**src/rtl/vchain_pkg.sv**
```systemverilog
package vchain_pkg;
  typedef enum logic {CHAIN_RF = 1'b0, CHAIN_BYP = 1'b1} chain_mode_e;
endpackage

```
**src/rtl/vchain_pipe.sv**
```systemverilog
// Result pipeline of one functional unit: carries a valid flag and element index.
module vchain_pipe #(
  parameter int LAT = 3,
  parameter int EW  = 3
) (
  input  logic          clk,
  input  logic          rst_n,
  input  logic          in_v,
  input  logic [EW-1:0] in_e,
  output logic          out_v,
  output logic [EW-1:0] out_e,
  output logic          any_v
);
  logic [LAT-1:0] v_q;
  logic [EW-1:0]  e_q [LAT];

  always_ff @(posedge clk) begin
    if (!rst_n) v_q <= '0;
    else begin
      v_q[0] <= in_v;
      for (int s = 1; s < LAT; s++) v_q[s] <= v_q[s-1];
    end
  end

  always_ff @(posedge clk) begin
    e_q[0] <= in_e;
    for (int s = 1; s < LAT; s++) e_q[s] <= e_q[s-1];
  end

  assign out_v = v_q[LAT-1];
  assign out_e = e_q[LAT-1];
  assign any_v = |v_q;
endmodule

```
**src/rtl/vchain_board.sv**
```systemverilog
// Per-element "written" bits for one producer's destination vector.
module vchain_board #(
  parameter int VLMAX = 8,
  parameter int EW    = 3
) (
  input  logic          clk,
  input  logic          rst_n,
  input  logic          clr,
  input  logic          set_v,
  input  logic [EW-1:0] set_e,
  input  logic [EW-1:0] rd_e,
  output logic          rd_bit
);
  logic [VLMAX-1:0] bits_q;

  always_ff @(posedge clk) begin
    if (!rst_n)     bits_q <= '0;
    else if (clr)   bits_q <= '0;
    else if (set_v) bits_q[set_e] <= 1'b1;
  end

  assign rd_bit = bits_q[rd_e];
endmodule

```
**src/rtl/vchain_unit_seq.sv**
```systemverilog
// Element sequencer of one functional unit plus its result pipeline.
module vchain_unit_seq #(
  parameter int VLMAX = 8,
  parameter int LAT   = 3,
  parameter int EW    = 3,
  parameter int VLW   = 4
) (
  input  logic           clk,
  input  logic           rst_n,
  input  logic           start,
  input  logic           en,
  input  logic [VLW-1:0] vl,
  input  logic           go,
  output logic           issue,
  output logic [EW-1:0]  elem,
  output logic           all_issued,
  output logic           wb_v,
  output logic [EW-1:0]  wb_e,
  output logic           pipe_busy
);
  logic [VLW-1:0] cnt_q;

  assign issue      = en && (cnt_q < vl) && go;
  assign elem       = cnt_q[EW-1:0];
  assign all_issued = (cnt_q == vl);

  always_ff @(posedge clk) begin
    if (!rst_n)     cnt_q <= '0;
    else if (start) cnt_q <= '0;
    else if (issue) cnt_q <= cnt_q + VLW'(1);
  end

  vchain_pipe #(.LAT(LAT), .EW(EW)) pipe_i (
    .clk(clk), .rst_n(rst_n), .in_v(issue), .in_e(elem),
    .out_v(wb_v), .out_e(wb_e), .any_v(pipe_busy)
  );
endmodule

```
**src/rtl/vchain_ctrl.sv**
```systemverilog
module vchain_ctrl
  import vchain_pkg::*;
#(
  parameter int NFU   = 3,
  parameter int VLMAX = 8,
  parameter int LAT   = 3,
  parameter int RW    = 5,
  localparam int EW   = (VLMAX > 1) ? $clog2(VLMAX) : 1,
  localparam int VLW  = $clog2(VLMAX + 1)
) (
  input  logic              clk,
  input  logic              rst_n,
  input  logic              cmd_valid,
  output logic              cmd_ready,
  input  logic [VLW-1:0]    cmd_vl,
  input  logic              cmd_mode,
  input  logic [NFU*RW-1:0] cmd_src,
  input  logic [NFU*RW-1:0] cmd_dst,
  output logic [NFU-1:0]    fu_issue,
  output logic [NFU*EW-1:0] fu_elem,
  output logic [NFU-1:0]    fu_byp,
  output logic [NFU-1:0]    fu_wb,
  output logic [NFU*EW-1:0] fu_wb_elem
);
  logic           busy_q;
  logic [VLW-1:0] vl_q, vl_in;
  chain_mode_e    mode_q;
  logic [NFU-1:0] dep_q, dep_d;
  logic           accept, finished;

  logic [NFU-1:0] iss, go, done_iss, wbv, pbusy, byp;
  logic [EW-1:0]  el  [NFU];
  logic [EW-1:0]  wbe [NFU];

  assign cmd_ready = !busy_q;
  assign accept    = cmd_valid && !busy_q;
  assign vl_in     = (cmd_vl > VLW'(VLMAX)) ? VLW'(VLMAX) : cmd_vl;
  assign finished  = (&done_iss) && !(|pbusy);

  always_comb begin
    dep_d = '0;
    for (int k = 1; k < NFU; k++)
      dep_d[k] = (cmd_src[k*RW +: RW] == cmd_dst[(k-1)*RW +: RW]);
  end

  always_ff @(posedge clk) begin
    if (!rst_n) begin
      busy_q <= 1'b0;
      vl_q   <= '0;
      mode_q <= CHAIN_RF;
      dep_q  <= '0;
    end else if (accept) begin
      busy_q <= 1'b1;
      vl_q   <= vl_in;
      mode_q <= chain_mode_e'(cmd_mode);
      dep_q  <= dep_d;
    end else if (busy_q && finished) begin
      busy_q <= 1'b0;
    end
  end

  for (genvar k = 0; k < NFU; k++) begin : g_fu
    if (k == 0) begin : g_head
      assign go[k]  = 1'b1;
      assign byp[k] = 1'b0;
    end else begin : g_chain
      logic written, fwd_hit;
      vchain_board #(.VLMAX(VLMAX), .EW(EW)) board_i (
        .clk(clk), .rst_n(rst_n), .clr(accept),
        .set_v(wbv[k-1]), .set_e(wbe[k-1]),
        .rd_e(el[k]), .rd_bit(written)
      );
      assign fwd_hit = (mode_q == CHAIN_BYP) && wbv[k-1] && (wbe[k-1] == el[k]);
      assign go[k]   = !dep_q[k] || written || fwd_hit;
      assign byp[k]  = iss[k] && dep_q[k] && !written && fwd_hit;
    end

    vchain_unit_seq #(.VLMAX(VLMAX), .LAT(LAT), .EW(EW), .VLW(VLW)) seq_i (
      .clk(clk), .rst_n(rst_n), .start(accept), .en(busy_q), .vl(vl_q),
      .go(go[k]), .issue(iss[k]), .elem(el[k]), .all_issued(done_iss[k]),
      .wb_v(wbv[k]), .wb_e(wbe[k]), .pipe_busy(pbusy[k])
    );

    assign fu_elem[k*EW +: EW]    = el[k];
    assign fu_wb_elem[k*EW +: EW] = wbe[k];
  end

  assign fu_issue = iss;
  assign fu_byp   = byp;
  assign fu_wb    = wbv;
endmodule

```
**config.mk**
```make
export PLATFORM = sky130hd
export DESIGN_NAME = vchain_ctrl
export DESIGN_NICKNAME = d
export VERILOG_FILES = /design/src/rtl/vchain_pkg.sv /design/src/rtl/vchain_pipe.sv /design/src/rtl/vchain_board.sv /design/src/rtl/vchain_unit_seq.sv /design/src/rtl/vchain_ctrl.sv
export SDC_FILE = /design/constraint.sdc
export NUM_CORES = 1
export LEC_CHECK = 0
export BUFFER_PORTS_ARGS = -buffer_cell sky130_fd_sc_hd__clkbuf_2
export CAP_MARGIN = 20
export CORE_MARGIN = 3
export CORE_UTILIZATION = 49
export CTS_CLUSTER_SIZE = 28
export DETAILED_ROUTE_END_ITERATION = 6
export PLACE_DENSITY = 0.73
export SLEW_MARGIN = 20
export SYNTH_ARGS = -nofsm -noshare
export SYNTH_HDL_FRONTEND = slang
export SYNTH_SLANG_ARGS = --single-unit
```
**constraint.sdc**
```tcl
create_clock -name clk -period 2.12 [get_ports clk]
set_clock_uncertainty 0.15 [all_clocks]
set_input_delay 0.106 -clock clk [delete_from_list [all_inputs] [get_ports clk]]
set_output_delay 0.106 -clock clk [all_outputs]
set_load 0.1 [all_outputs]
```
==> flow_metrics.py, run 1 <==
metrics = {
    "sta": {
        "final-hold-violation-count": 0,
        "fin_crit_ns": 2.32,
        "layout_setup_ws_ns": -0.195,
        "setup_violations": 6,
        "tightest_slew_ns": 0.549,
        "relSlewSlack_pct": 63.6,
        "fmax_mhz": 432,
        "timing.hold.ws_ns": 0.0200,
        "rsz0062_at_grt": "true",
        "finalCritPeriodShare_pct": 109,
        "slew_violations": 0,
        "finalSetupTns_ns": -0.538,
    },
    "yosys": {
        "synth_area_per_cell_um2": 9.70,
        "yosys_most_used_dff": "dfxtp_1",
        "synth-seq-cells": 72,
        "syn_nets": 376,
        "yosys-top-cells-count": "72 x dfxtp_1, 26 x nor2_1, 25 x buf_4",
        "synth_top_area_share_pct": 46.0,
        "synth_area_leaders": "dfxtp_1 46%, buf_4 6.0%, ha_1 6.0%",
        "yosys_warnings": 0,
        "mappedNetlistArea_um2": 3130,
        "netlist.top_cell.by_area": "dfxtp_1",
        "yosysMostFrequentCell": "dfxtp_1",
        "async_flop_share_pct": 0,
        "synthCells": 323,
        "synth_edf_count": 0,
        "ys_types": 42,
        "ys_seq_area_share_pct": 46.0,
    },
    "cts": {
        "clk_latency_ns": 0.35,
        "cts_tree": "built",
        "cts_root_buffer": "clkbuf_8",
        "clock-sinks": 72,
        "cts.path.max_buffers": 2,
        "ctsHtreeMaxLevel": 3,
        "numCtsBuffers": 9,
        "clk_pin_slew_ns": 0.07,
    },
    "min_path": {
        "holdCritPathClass": "in2reg",
    },
    "final_layout": {
        "final_cells": 481,
        "drive_gt1_share_pct": 37.9,
        "fill_cells": 461,
        "finish.utilization_pct": 67.2,
        "finalNetCount": 454,
        "antenna_cells": 0,
        "multiInputGateArea_um2": 1570,
        "regArea_um2": 1460,
        "area_growth_pct": 30.1,
        "final_area_um2": 4080,
    },
    "pwr": {
        "power_mw": 2.79,
        "power.leakage_nw": 1.70,
        "swShare_pct": 28.5,
        "pwr-share-clk_pct": 35.2,
        "peakVddDrop_uv": 469,
        "p_per_area_nw_per_um2": 685,
        "power_frac_comb_pct": 15.0,
        "pwr-share-seq_pct": 49.8,
        "p_int_mw": 2.00,
        "p_sw_uw": 797,
    },
    "grt": {
        "grt_pass1_vias": 2421,
        "overflow": 0,
        "grt_util_all_layers_pct": 19.1,
        "antenna_found_initial": 0,
        "grt_pass1_wl_um": 11100,
        "grt_max_degree": 20,
    },
    "critical_path": {
        "crit_path_start_kind": "register",
        "end_kind": "primary output",
        "criticalPathCategory": "reg2out",
        "arrival_ns": 2.06,
        "cp.required_ns": 1.86,
        "cp_max_fo": 3,
    },
    "routing": {
        "viasPerCell": 5.34,
        "drtIter0Drc": 179,
        "wl_um": 7060,
        "ant_nets": 0,
        "drc": 0,
        "vias": 2569,
        "wire_per_inst_um": 14.7,
        "drt-pass1-iter-count": 4,
    },
    "outcome": {
        "violations": "negative setup slack",
        "outcome": "finished, violations left",
    },
    "die": {
        "io_pins": 66,
        "dieArea_um2": 7390,
        "die_h_um": 85.9,
        "fp-row-count": 28,
        "die_w_um": 85.9,
        "core_um2": 6060,
        "start_util_pct": 51.7,
    },
    "place": {
        "pre_cts_slack_ns": -0.0129,
        "io_buffers": 54,
        "dp_hpwl_um": 4740,
        "place_area_um2": 3520,
        "gp_congestion": 0.845,
        "placed_cells": 443,
    },
    "job": {
        "max-cap-violations": 0,
    },
}
-- worst max-delay path: stages, from the launching register on --
cell and delay [ns]:
dfxtp_2 0.36, inv_4 0.06, ha_4 0.21, nor2b_1 0.13
o211ai_1 0.27, and4b_2 0.29, and4_4 0.22, buf_12 0.17
-- final cells by class --
| cell class | count | area share (%) |
|---|---|---|
| clock inverter | 6 | 1.07 |
| sequential | 72 | 35.8 |
| timing repair buffer | 102 | 18.1 |
| inverter | 7 | 0.706 |
| tap | 75 | 2.30 |
| multi-input combinational | 209 | 38.6 |
| clock buffer | 10 | 3.38 |
-- logic make-up after synthesis --
group,after synthesis,share of synthesized area [%]
AOI/OAI and AO/OA,55,11.3
adders and majority gates,15,5.99
buffers and inverters,42,8.75
muxes,10,3.20
DFF,72,46.0
xor gates and xnor gates,16,4.47
and+or+nand+nor,112,20.2
other,1,0.120
-- per-layer routing --
metal  wire length (um)  GRT usage [%]  vias to the layer above
met5                  0              0                        -
met4                195           10.4                        0
met3                384           4.32                       20
met2               3450           31.0                       78
met1               3030           23.3                     1208
li1                   -              -                     1263
-- sequential cells by signal, indices dropped and copies added (netlist names) --
register	count
g_fu.seq_i.pipe_i.e_q	27
mode_q	1
busy_q	1
dep_q	2
g_fu.seq_i.cnt_q	12
g_fu.seq_i.pipe_i.v_q	9
g_fu.g_chain.board_i.bits_q	16
vl_q	4
-- layout by cell type, fill, tap and decap left out, types with 3 or more instances in the layout --
cell type / Yosys / final
a21oi_1: 18 / 16
a31o_2: 3 / 3
a31oi_1: 10 / 10
a41oi_1: 3 / 3
and2_1: 7 / 7
and3_1: 4 / 4
buf_12: 0 / 5
buf_4: 25 / 38
clkbuf_2: 0 / 49
clkbuf_8: 0 / 10
clkinvlp_4: 0 / 4
dfxtp_1: 72 / 63
dfxtp_2: 0 / 6
dfxtp_4: 0 / 3
dlygate4sd3_1: 0 / 8
ha_1: 15 / 9
ha_4: 0 / 6
inv_1: 7 / 4
mux2i_1: 10 / 10
nand2_1: 14 / 14
nand2b_1: 5 / 4
nand3_1: 12 / 12
nand4_1: 3 / 3
nand4b_1: 3 / 3
nor2_1: 26 / 23
nor2_4: 0 / 3
nor2b_1: 14 / 13
nor3_1: 3 / 3
nor3b_1: 3 / 3
nor4_1: 3 / 3
o21ai_0: 8 / 8
or4_4: 2 / 4
xnor2_1: 6 / 6
xor2_1: 10 / 9
-- final timing paths --
check / startpoint / end / slack (ns) / depth (start not counted)
worst max-delay path: vl_q[1] / fu_byp[1] / -0.20 / 7
worst min-delay path: cmd_vl[2] / vl_q[2] / 0.02 / 4
worst max register to register: vl_q[1] / g_fu[1].seq_i.cnt_q[3] / -0.01 / 7
worst min register to register: g_fu[2].seq_i.pipe_i.e_q[0][2] / g_fu[2].seq_i.pipe_i.e_q[0][5] / 0.17 / 0
-- power groups by stage --
stage                     clock [mW]  sequential, mW  combinational, mW
final                          0.982            1.39              0.419
after detailed placement           0            1.42              0.355
after global routing            1.06            1.39              0.448
after floorplan                    0            1.42              0.261
after CTS                       1.01            1.39              0.387
after global placement             0            1.42              0.351
-- timing repair --
item                                   4_1_cts  5_1_grt
pin swaps                                   13       10
endpoints found under the hold margin        8        0
setup endpoints to repair                    7       11
hold buffers                                 9        0
gates resized for setup                     31       16
buffers inserted                             5       10
Power figures use the tool's default switching activity.
==> run 2, diff against run 1 <==
- CELL_PAD_IN_SITES_DETAIL_PLACEMENT: unset -> 0
- CELL_PAD_IN_SITES_GLOBAL_PLACEMENT: unset -> 2
- CORE_UTILIZATION: 49 -> 30
- PLACE_DENSITY: 0.73 -> 0.72
==> flow_metrics.py, run 2 (synthesis results as in run 1) <==
metrics = {
    "place": {
        "dp_hpwl_um": 5440,
        "io_buffers": 54,
        "gp_congestion": 0.804,
        "pre_cts_slack_ns": -0.00206,
    },
    "routing": {
        "drtIter0Drc": 86,
        "ant_nets": 0,
        "drc": 0,
        "wl_um": 7380,
        "wire_per_inst_um": 13.9,
        "drt-pass1-iter-count": 4,
        "vias": 2464,
        "viasPerCell": 4.63,
    },
    "grt": {
        "grt_pass1_vias": 2491,
        "grt_util_all_layers_pct": 13.3,
        "antenna_found_initial": 0,
        "grt_max_degree": 22,
        "overflow": 0,
        "grt_pass1_wl_um": 12000,
    },
    "final_layout": {
        "regArea_um2": 1460,
        "largest_reg_flops": 27,
        "antenna_cells": 0,
        "area_growth_pct": 31.3,
        "mostFrequentLayoutCell": "dfxtp_1",
        "reg.largest.list": "g_fu.seq_i.pipe_i.e_q (27), g_fu.g_chain.board_i.bits_q (16), g_fu.seq_i.cnt_q (12)",
        "finalNetCount": 448,
        "multiInputGateArea_um2": 1580,
        "fill_cells": 1004,
        "drive_gt1_share_pct": 37.3,
        "final_cell_mix": "63 x dfxtp_1, 49 x clkbuf_2, 31 x buf_4",
        "top_register": "g_fu.seq_i.pipe_i.e_q",
    },
    "cts": {
        "cts_root_buffer": "clkbuf_8",
        "ctsHtreeMaxLevel": 3,
        "cts_tree": "built",
        "clk_latency_ns": 0.34,
        "numCtsBuffers": 9,
        "clk_pin_slew_ns": 0.07,
        "clock-sinks": 72,
        "cts.path.max_buffers": 2,
    },
    "critical_path": {
        "arrival_ns": 1.96,
        "crit_buf_inv": 2,
        "criticalPathCategory": "reg2out",
        "end_kind": "primary output",
        "crit_path_start_kind": "register",
        "cp_max_fo": 3,
        "cpLargestDelayFamily": "simple AND/OR/NAND/NOR gates",
        "worstPathCellList": "inv_4 -> ha_4 -> nor2b_1 -> o211ai_1 -> and4b_1 -> and4_4 -> buf_12",
        "crit_slowest_cell": "dfxtp_2",
        "cp.required_ns": 1.86,
        "crit_path_max_incr_delay_ns": 0.34,
    },
    "min_path": {
        "holdCritPathClass": "in2reg",
    },
    "die": {
        "die_h_um": 108,
        "io_pins": 66,
        "dieArea_um2": 11700,
        "die_w_um": 108,
        "core_um2": 9950,
        "fp-row-count": 36,
        "start_util_pct": 31.5,
    },
    "pwr": {
        "swShare_pct": 27.8,
        "power_mw": 2.78,
        "peakVddDrop_uv": 223,
        "power_frac_comb_pct": 14.6,
        "p_int_mw": 2.01,
        "pwr-share-seq_pct": 50.0,
        "pwr-share-clk_pct": 35.3,
        "p_sw_uw": 773,
        "power.leakage_nw": 1.67,
        "p_per_area_nw_per_um2": 676,
    },
    "sta": {
        "rsz0062_at_grt": "true",
        "timing.hold.ws_ns": -0.00315,
        "relSlewSlack_pct": 63.6,
        "fin_crit_ns": 2.21,
        "setup_violations": 5,
        "finalCritPeriodShare_pct": 104,
        "final-hold-violation-count": 1,
        "finalSetupTns_ns": -0.316,
        "tightest_slew_ns": 0.548,
        "layout_setup_ws_ns": -0.0937,
        "fmax_mhz": 452,
        "slew_violations": 0,
    },
    "job": {
        "max-cap-violations": 0,
    },
    "outcome": {
        "outcome": "finished, violations left",
        "violations": "negative hold slack, negative setup slack",
    },
}
==> run 2: what timing repair did <==
item	in CTS	in global routing
gates resized for setup	32	20
hold endpoints to repair	7	0
endpoints found under the setup margin	7	10
hold buffers	8	0
pin swaps	14	17
setup buffers	5	4
==> run 2: final cells by class <==
type | count | share of cell area (%)
Multi-Input combinational cell | 209 | 38.4
Sequential cell | 72 | 35.5
Timing Repair Buffer | 96 | 16.9
Tap cell | 133 | 4.05
Clock buffer | 11 | 3.68
Inverter | 7 | 0.761
Clock inverter | 4 | 0.730
==> run 2: final timing paths <==
check                                               startpoint                        endpoint  slack (ns)  cells after the start
worst max-delay path                                   vl_q[1]                       fu_byp[1]       -0.09                      7
worst min-delay path                                 cmd_valid                        dep_q[1]      -0.003                      4
worst max register to register          g_fu[1].seq_i.cnt_q[1]          g_fu[1].seq_i.cnt_q[3]        0.02                      6
worst min register to register  g_fu[0].seq_i.pipe_i.e_q[0][3]  g_fu[0].seq_i.pipe_i.e_q[0][6]        0.18                      0
==> run 2: metal layers <==
metal	routed length, um	GRT usage, %
met5	0	0
met4	94	3.79
met3	295	3.52
met2	3290	21.0
met1	3700	17.8
==> run 2: power by group through the flow <==
| stage | clock [mW] | combinational, mW | sequential (mW) |
|---|---|---|---|
| 2_1_floorplan | 0 | 0.261 | 1.42 |
| 4_1_cts | 1.02 | 0.400 | 1.39 |
| 3_3_place_gp | 0 | 0.367 | 1.42 |
| 3_5_place_dp | 0 | 0.369 | 1.42 |
| 6_report | 0.983 | 0.407 | 1.39 |
| 5_1_grt | 1.07 | 0.439 | 1.39 |
==> run 2: worst register-to-register path: stages (launching register included) <==
cell	delay [ns]
dfxtp_4	0.37
buf_6	0.12
xor2_1	0.16
or4_4	0.42
and3_4	0.18
or4_4	0.48
a21oi_2	0.15
==> run 2: through the flow <==
| step | util [%] | std cells | instance area, um2 |
|---|---|---|---|
| after floorplan | - | 323 | 3130 |
| after global placement | 36.3 | 504 | 3620 |
| after detailed placement | 36.3 | 504 | 3620 |
| after CTS | 40.4 | 531 | 4020 |
| after global routing | 41.3 | 532 | 4110 |
| final | 41.3 | 532 | 4110 |
